==> config.mk <==
export PLATFORM = sky130hd
export DESIGN_NAME = can_mode_seq
export DESIGN_NICKNAME = d
export VERILOG_FILES = /design/src/rtl/can_mode_pkg.sv /design/src/rtl/can_mode_ctl.sv /design/src/rtl/can_resync_cnt.sv /design/src/rtl/can_mode_fsm.sv /design/src/rtl/can_access_gate.sv /design/src/rtl/can_mode_seq.sv
export SDC_FILE = /design/constraint.sdc
export NUM_CORES = 1
export LEC_CHECK = 0
export BUFFER_PORTS_ARGS = -buffer_cell sky130_fd_sc_hd__buf_4
export CAP_MARGIN = 20
export CORE_AREA = 2 2 39 41
export DETAILED_ROUTE_END_ITERATION = 8
export DIE_AREA = 0 0 41 43
export GPL_ROUTABILITY_DRIVEN = 0
export PLACE_DENSITY = 0.78
export SETUP_SLACK_MARGIN = 0.4
export SLEW_MARGIN = 20
export SYNTH_ARGS = -nofsm -noshare
export SYNTH_HDL_FRONTEND = slang
export SYNTH_SLANG_ARGS = --single-unit
==> constraint.sdc <==
create_clock -name clk -period 1.7 [get_ports clk]
set_clock_uncertainty 0.2 [all_clocks]
set_input_delay 0.255 -clock clk [delete_from_list [all_inputs] [get_ports clk]]
set_output_delay 0.255 -clock clk [all_outputs]
set_load 0.02 [all_outputs]
==> src/rtl/can_mode_pkg.sv <==
// Package: shared mode encoding and sizing for the CAN mode sequencer.
// Assumes: mode codes are visible at the top-level port and must stay fixed.
package can_mode_pkg;

    typedef enum logic [1:0] {
        MODE_HALT   = 2'd0,
        MODE_RUN    = 2'd1,
        MODE_SLEEP  = 2'd2,
        MODE_RESYNC = 2'd3
    } mode_e;

    localparam int unsigned RECESSIVE_RUN_DEF = 11;
    localparam int unsigned NUM_GRP_DEF       = 8;

endpackage

==> src/rtl/can_mode_ctl.sv <==
// Module: readable mode-control fields (sleep and wake-on-bus enable).
// Assumes: the sleep field is accepted only in halt or sleep mode, and a bus
// wake event (already qualified by the FSM) clears the sleep field.
module can_mode_ctl
    import can_mode_pkg::*;
(
    input  logic  clk,
    input  logic  rst_n,
    input  logic  wr_en,
    input  logic  wr_sleep,
    input  logic  wr_wake_en,
    input  mode_e cur_mode,
    input  logic  wake_evt,
    output logic  sleep_q,
    output logic  wake_en_q
);

    logic sleep_accept;

    // Sleep field is writable only while halted or asleep.
    always_comb begin
        sleep_accept = (cur_mode == MODE_HALT) || (cur_mode == MODE_SLEEP);
    end

    // Update the sleep field on writes; a bus wake clears it.
    always_ff @(posedge clk) begin
        if (!rst_n) begin
            sleep_q <= 1'b0;
        end else if (wr_en) begin
            sleep_q <= wr_sleep && sleep_accept;
        end else if (wake_evt) begin
            sleep_q <= 1'b0;
        end
    end

    // Store the wake-on-bus enable on any write.
    always_ff @(posedge clk) begin
        if (!rst_n) begin
            wake_en_q <= 1'b0;
        end else if (wr_en) begin
            wake_en_q <= wr_wake_en;
        end
    end

    assert_wake_clears_R5: assert property (@(posedge clk) disable iff (!rst_n)
        wake_evt |=> !sleep_q);

endmodule

==> src/rtl/can_resync_cnt.sv <==
// Module: counts consecutive recessive bit strobes while resynchronising.
// Assumes: enable is high only in resync mode; the count restarts on every
// entry and on any dominant strobe. done pulses on the final recessive bit.
module can_resync_cnt #(
    parameter int unsigned RUN_LEN = 11
) (
    input  logic clk,
    input  logic rst_n,
    input  logic en,
    input  logic bit_tick,
    input  logic bus_rx,
    output logic done
);

    localparam int unsigned CW = $clog2(RUN_LEN + 1);
    localparam logic [CW-1:0] LAST = CW'(RUN_LEN - 1);

    logic [CW-1:0] cnt;

    // Final recessive strobe of the required run.
    always_comb begin
        done = en && bit_tick && bus_rx && (cnt == LAST);
    end

    // Count recessive strobes, restart on dominant or when not resyncing.
    always_ff @(posedge clk) begin
        if (!rst_n) begin
            cnt <= '0;
        end else if (!en) begin
            cnt <= '0;
        end else if (bit_tick) begin
            if (bus_rx) begin
                cnt <= cnt + 1'b1;
            end else begin
                cnt <= '0;
            end
        end
    end

    assert_dom_restarts_R7: assert property (@(posedge clk) disable iff (!rst_n)
        (en && bit_tick && !bus_rx) |=> (cnt == '0));

endmodule

==> src/rtl/can_mode_fsm.sv <==
// Module: operating-mode state machine (halt, run, sleep, resync).
// Assumes: write fields are valid with wr_en; bit_tick is a one-cycle strobe.
// In sleep, a write takes precedence over a bus wake in the same cycle.
module can_mode_fsm
    import can_mode_pkg::*;
(
    input  logic  clk,
    input  logic  rst_n,
    input  logic  wr_en,
    input  logic  wr_halt,
    input  logic  wr_sleep,
    input  logic  wake_en_q,
    input  logic  bit_tick,
    input  logic  bus_rx,
    input  logic  resync_done,
    output mode_e cur_mode,
    output logic  wake_evt
);

    mode_e nxt_mode;

    // Qualified bus wake: enabled, asleep, dominant strobe, no write.
    always_comb begin
        wake_evt = (cur_mode == MODE_SLEEP) && wake_en_q && bit_tick
                   && !bus_rx && !wr_en;
    end

    // Next-mode selection.
    always_comb begin
        nxt_mode = cur_mode;
        unique case (cur_mode)
            MODE_HALT: begin
                if (wr_en && !wr_halt) begin
                    nxt_mode = wr_sleep ? MODE_SLEEP : MODE_RESYNC;
                end
            end
            MODE_RUN: begin
                if (wr_en && wr_halt) begin
                    nxt_mode = MODE_HALT;
                end
            end
            MODE_SLEEP: begin
                if (wr_en && !wr_sleep) begin
                    nxt_mode = wr_halt ? MODE_HALT : MODE_RESYNC;
                end else if (wake_evt) begin
                    nxt_mode = MODE_RESYNC;
                end
            end
            MODE_RESYNC: begin
                if (wr_en && wr_halt) begin
                    nxt_mode = MODE_HALT;
                end else if (resync_done) begin
                    nxt_mode = MODE_RUN;
                end
            end
            default: nxt_mode = MODE_HALT;
        endcase
    end

    // Mode register; reset lands in halt.
    always_ff @(posedge clk) begin
        if (!rst_n) begin
            cur_mode <= MODE_HALT;
        end else begin
            cur_mode <= nxt_mode;
        end
    end

    assert_sleep_from_halt_R2: assert property (@(posedge clk) disable iff (!rst_n)
        (cur_mode == MODE_RUN || cur_mode == MODE_RESYNC) |=> (cur_mode != MODE_SLEEP));

    assert_no_wake_disabled_R6: assert property (@(posedge clk) disable iff (!rst_n)
        (cur_mode == MODE_SLEEP && !wake_en_q && !wr_en) |=> (cur_mode == MODE_SLEEP));

    assert_join_needs_run_R7: assert property (@(posedge clk) disable iff (!rst_n)
        (cur_mode == MODE_RESYNC && !resync_done) |=> (cur_mode != MODE_RUN));

    assert_write_beats_wake_R12: assert property (@(posedge clk) disable iff (!rst_n)
        (cur_mode == MODE_SLEEP && wr_en && wr_sleep) |=> (cur_mode == MODE_SLEEP));

endmodule

==> src/rtl/can_access_gate.sv <==
// Module: per-group register access permits.
// Assumes: during sleep only the groups set in OPEN_MASK are reachable;
// all groups are reachable in every other mode.
module can_access_gate #(
    parameter int unsigned          NUM_GRP   = 8,
    parameter logic [NUM_GRP-1:0]   OPEN_MASK = 8'h0F
) (
    input  logic               asleep,
    output logic [NUM_GRP-1:0] grp_ok
);

    for (genvar g = 0; g < NUM_GRP; g++) begin : g_grp
        // One permit per register group.
        always_comb begin
            grp_ok[g] = OPEN_MASK[g] || !asleep;
        end
    end

endmodule

==> src/rtl/can_mode_seq.sv <==
// Module: top of the CAN operating-mode sequencer.
// Assumes: synchronous active-low reset; bus_rx is already synchronised and
// sampled at bit_tick. Outputs are registered state or simple decodes of it.
module can_mode_seq
    import can_mode_pkg::*;
#(
    parameter int unsigned        RUN_LEN   = RECESSIVE_RUN_DEF,
    parameter int unsigned        NUM_GRP   = NUM_GRP_DEF,
    parameter logic [NUM_GRP-1:0] OPEN_MASK = 8'h0F
) (
    input  logic               clk,
    input  logic               rst_n,
    input  logic               wr_en,
    input  logic               wr_halt,
    input  logic               wr_sleep,
    input  logic               wr_wake_en,
    input  logic               bit_tick,
    input  logic               bus_rx,
    output logic [1:0]         mode,
    output logic               halt_flag,
    output logic               sleep_flag,
    output logic               wake_en_flag,
    output logic               bus_en,
    output logic               cnt_hold,
    output logic [NUM_GRP-1:0] grp_ok
);

    mode_e cur_mode;
    logic  wake_evt;
    logic  resync_done;
    logic  sleep_q;
    logic  wake_en_q;

    can_mode_ctl u_ctl (
        .clk        (clk),
        .rst_n      (rst_n),
        .wr_en      (wr_en),
        .wr_sleep   (wr_sleep),
        .wr_wake_en (wr_wake_en),
        .cur_mode   (cur_mode),
        .wake_evt   (wake_evt),
        .sleep_q    (sleep_q),
        .wake_en_q  (wake_en_q)
    );

    can_mode_fsm u_fsm (
        .clk         (clk),
        .rst_n       (rst_n),
        .wr_en       (wr_en),
        .wr_halt     (wr_halt),
        .wr_sleep    (wr_sleep),
        .wake_en_q   (wake_en_q),
        .bit_tick    (bit_tick),
        .bus_rx      (bus_rx),
        .resync_done (resync_done),
        .cur_mode    (cur_mode),
        .wake_evt    (wake_evt)
    );

    can_resync_cnt #(.RUN_LEN(RUN_LEN)) u_cnt (
        .clk      (clk),
        .rst_n    (rst_n),
        .en       (cur_mode == MODE_RESYNC),
        .bit_tick (bit_tick),
        .bus_rx   (bus_rx),
        .done     (resync_done)
    );

    can_access_gate #(.NUM_GRP(NUM_GRP), .OPEN_MASK(OPEN_MASK)) u_gate (
        .asleep (cur_mode == MODE_SLEEP),
        .grp_ok (grp_ok)
    );

    // Port decodes of the mode and control fields.
    always_comb begin
        mode         = cur_mode;
        halt_flag    = (cur_mode == MODE_HALT);
        sleep_flag   = sleep_q;
        wake_en_flag = wake_en_q;
        bus_en       = (cur_mode == MODE_RUN);
        cnt_hold     = (cur_mode == MODE_SLEEP);
    end

    assert_sleep_field_set_R3: assert property (@(posedge clk) disable iff (!rst_n)
        (cur_mode == MODE_SLEEP) |-> sleep_q);

    assert_gate_in_sleep_R10: assert property (@(posedge clk) disable iff (!rst_n)
        (cur_mode == MODE_SLEEP) |-> (grp_ok == OPEN_MASK));

    assert_gate_awake_R10: assert property (@(posedge clk) disable iff (!rst_n)
        (cur_mode != MODE_SLEEP) |-> (&grp_ok));

endmodule

==> results by group <==
Power and ir drop
  – Clock power share: 26.7%
  – Cell-internal power: between 300 and 400 µW
  – Combinational power share: between 30% and 40%
  – Pwr dens: roughly 750 nW/µm²
  – Max IR drop VDD: approximately 0.47 mV
  – Net Sw Frac: between 30% and 40%
  – Sequential power share: 37.7%
  – Lkg Pwr: around 0.34 nW
  – Switching power: about 170 µW

Routing
  – DR WL/cell: between 10 and 15 µm
  – DR top layer: met4
  – WL met3: 93 µm
  – Pre-antenna DRT Iters: 2
  – Number of remaining DRC errors: 0
  – Final ANT Viol Nets: 0
  – Met2 WL: 488 µm
  – DRT met1 WL: around 440 µm
  – Drt total wl: between 1000 and 1500 µm
  – 1st-iter DRT viols: 6
  – Vias: 496
  – Via/cell ratio: roughly 4.8

Worst setup path
  – Setup crit start kind: register
  – Worst EP arrival: between 0.9 and 1 ns
  – CP Cell Sequence: and2b_2 > buf_6
  – WP data required: approximately 1.2 ns
  – CP max FO: 5
  – Worst path slowest cell: dfxtp_4
  – Slowest stage delay, CP: 0.37 ns
  – Critical Path Sink Type: output port
  – Crit Path Category: register to output port
  – Buffers and inverters on the worst path: 1
  – CP delay by family, top: flip-flops

STA
  – Final setup vio count: 0
  – Final hold vios: 0
  – Max Slew Vio Count: 0
  – Setup total negative slack: 0 ns
  – RSZ-0062 raised after global routing: true
  – Fmax: approximately 0.70 GHz
  – Fin crit period: 1.43 ns
  – Fin crit share: ~84%
  – Post-route worst setup slack: 0.273 ns

Synthesis
  – Post-synthesis mux area share: about 1.9%
  – Simple-Gate Fraction of Synth Area: between 20 and 30%
  – Syn_area_per_cell: roughly 7.8 µm²
  – Compound-Gate Fraction of Synth Area: 16.4%
  – Primary FF master, synth: dfxtp_1
  – Post-Syn Instances: 69
  – Netlist cell types: 27
  – Post-synth EDFFs: 0
  – Main combinational cell family by area after synthesis: simple AND/OR/NAND/NOR gates
  – Synth warnings: 0
  – Area of the mapped netlist: 536 µm²
  – Synth Area in Adders: roughly 4.7%
  – Ys async rst share: 0%
  – Post-synthesis xor/xnor area fraction: 1.64%
  – Sequential share of the synthesized area: 29.9%
  – FF+latch count, synth: 8

Clocking
  – CTS tree: yes
  – Clock Pin Slew Worst Setup and Hold Paths: about 0.050 ns
  – CTS sink cnt: 8
  – Clock latency on the worst-skew pair: ~0.26 ns
  – CTS H-Tree Depth: 1
  – CTS buffer count: 3
  – Worst-case clock buffer depth: 2
  – Clock Tree Root: clkbuf_4

Global routing
  – Vias in the first global route: ~470
  – Pin count of the biggest net entering global routing: 9
  – First-pass GRT wire length: 1710 µm
  – Overall routing resource usage: around 15%
  – Congestion Overflow GR: 0
  – Antenna violations before repair: 0

Cells and area
  – Layout cells sized above 1: between 40% and 50%
  – # nets final: 99
  – FILL cells: ~140
  – Final Cell Area: slightly above 700 µm²
  – ANT cells: 0
  – Area grow syn2layout: 35.0%
  – Multi-input gate area: around 300 µm²
  – Seq. cell area: approximately 170 µm²
  – Post-Layout Cell Count: about 100

Flow run
  – Max Cap Violations: 0

Floorplan
  – Die area: around 1800 µm²
  – Die W: slightly above 40 µm
  – Ports: 23
  – Die Height: about 43 µm
  – Starting Density: about 39%
  – CORE AREA: around 1400 µm²
  – Row count: 14

Placement
  – Setup WS pre-CTS: ~0.4 ns
  – IO buf count: 18
  – DP Area: between 600 and 700 µm²
  – DP Wirelength: about 800 µm
  – Placed Cells incl. Taps: 97

Status
  – Outcome: finished, final reports clean

Hold path
  – Hold WC Path Type: input pin to register
## power groups by stage
stage | Combinational (mW) | Sequential [mW] | Clock [mW]
6_report | 0.194 | 0.205 | 0.145
4_1_cts | 0.187 | 0.205 | 0.154
3_5_place_dp | 0.157 | 0.216 | 0
5_1_grt | 0.211 | 0.207 | 0.165
2_1_floorplan | 0.110 | 0.220 | 0
3_3_place_gp | 0.155 | 0.216 | 0
## layout make-up
| class | instances | share of cell area, % |
|---|---|---|
| multi-input cells | 50 | 42.7 |
| repair buffers | 21 | 25.4 |
| inverters | 5 | 2.60 |
| well taps | 16 | 2.77 |
| clock buffers | 3 | 3.11 |
| flip-flops and latches | 8 | 23.4 |
## worst reg2reg max path: stages, from the launching register on
cell      delay [ns]
dfxtp_4         0.35
nand2b_4        0.18
buf_6           0.13
o31ai_2         0.16
o21ai_1         0.07
and2_1          0.15
## synth_stat cells (2+ instances only)
master | count | area share [%]
inv_1 | 5 | 3.5
o21ai_0 | 5 | 4.7
buf_4 | 8 | 11
nand3_1 | 4 | 3.7
ha_1 | 2 | 4.7
a21oi_1 | 3 | 2.8
nor2b_1 | 2 | 2.3
nand2_1 | 8 | 5.6
nor2_1 | 7 | 4.9
dfxtp_1 | 8 | 30
## layout by cell type (no fill, tap or decap), types with 2 or more instances in the layout
master,count
buf_4,14
nand2_1,8
nor2_1,7
buf_6,7
dfxtp_1,5
inv_1,4
nand3_1,4
o21ai_0,4
conb_1,4
a21oi_1,3
clkbuf_4,3
nor2b_1,2
ha_1,2
dfxtp_4,2
## metal layers
layer | vias to the layer above | track usage [%]
met5 | - | 0
met4 | 0 | 6.00
met3 | 2 | 7.85
met2 | 19 | 25.3
met1 | 217 | 14.0
li1 | 258 | -
## state kept, by name, summed over array words and instances (netlist names)
register and cells:
u_ctl.wake_en_q 1, u_ctl.sleep_q 1, u_cnt.cnt 4, u_fsm.cur_mode 2
## final timing paths
| check | from | endpoint | slack [ns] | depth (start not counted) |
|---|---|---|---|---|
| worst min-delay path | rst_n | u_ctl.sleep_q$_SDFFE_PN0P_ | 0.05 | 2 |
| worst max-delay path | u_fsm.cur_mode[1]$_SDFFE_PN0P_ | bus_en | 0.27 | 2 |
| worst max register to register | u_fsm.cur_mode[0]$_SDFFE_PN0P_ | u_ctl.sleep_q$_SDFFE_PN0P_ | 0.36 | 5 |
| worst min register to register | u_cnt.cnt[3]$_SDFFE_PN0P_ | u_cnt.cnt[3]$_SDFFE_PN0P_ | 0.27 | 2 |
## cell families (layout without fill, tap and decap cells)
group / count (synthesis) / after routing
xor+xnor: 1 / 1
simple gates: 28 / 28
fa+ha+maj: 2 / 2
flops: 8 / 8
other cells: 1 / 4
buf+inv: 14 / 29
mux: 1 / 1
compound gates: 14 / 14
## per-stage QoR
stage | power (mW) | utilization, % | hold slack, ns
2_1_floorplan | 0.329 | - | 0.161
3_3_place_gp | 0.371 | 45.8 | 0.261
3_5_place_dp | 0.373 | 45.8 | 0.270
4_1_cts | 0.546 | 51.4 | 0.0419
5_1_grt | 0.583 | 52.3 | 0.0568
6_report | 0.544 | 52.3 | 0.0485
## what timing repair did
action,in CTS,in global routing
setup endpoints to repair,11,9
resized for setup,10,4
pin swaps,4,1
setup buffers,3,0
hold buffers,0,0
(Power assumes the default switching activity.)
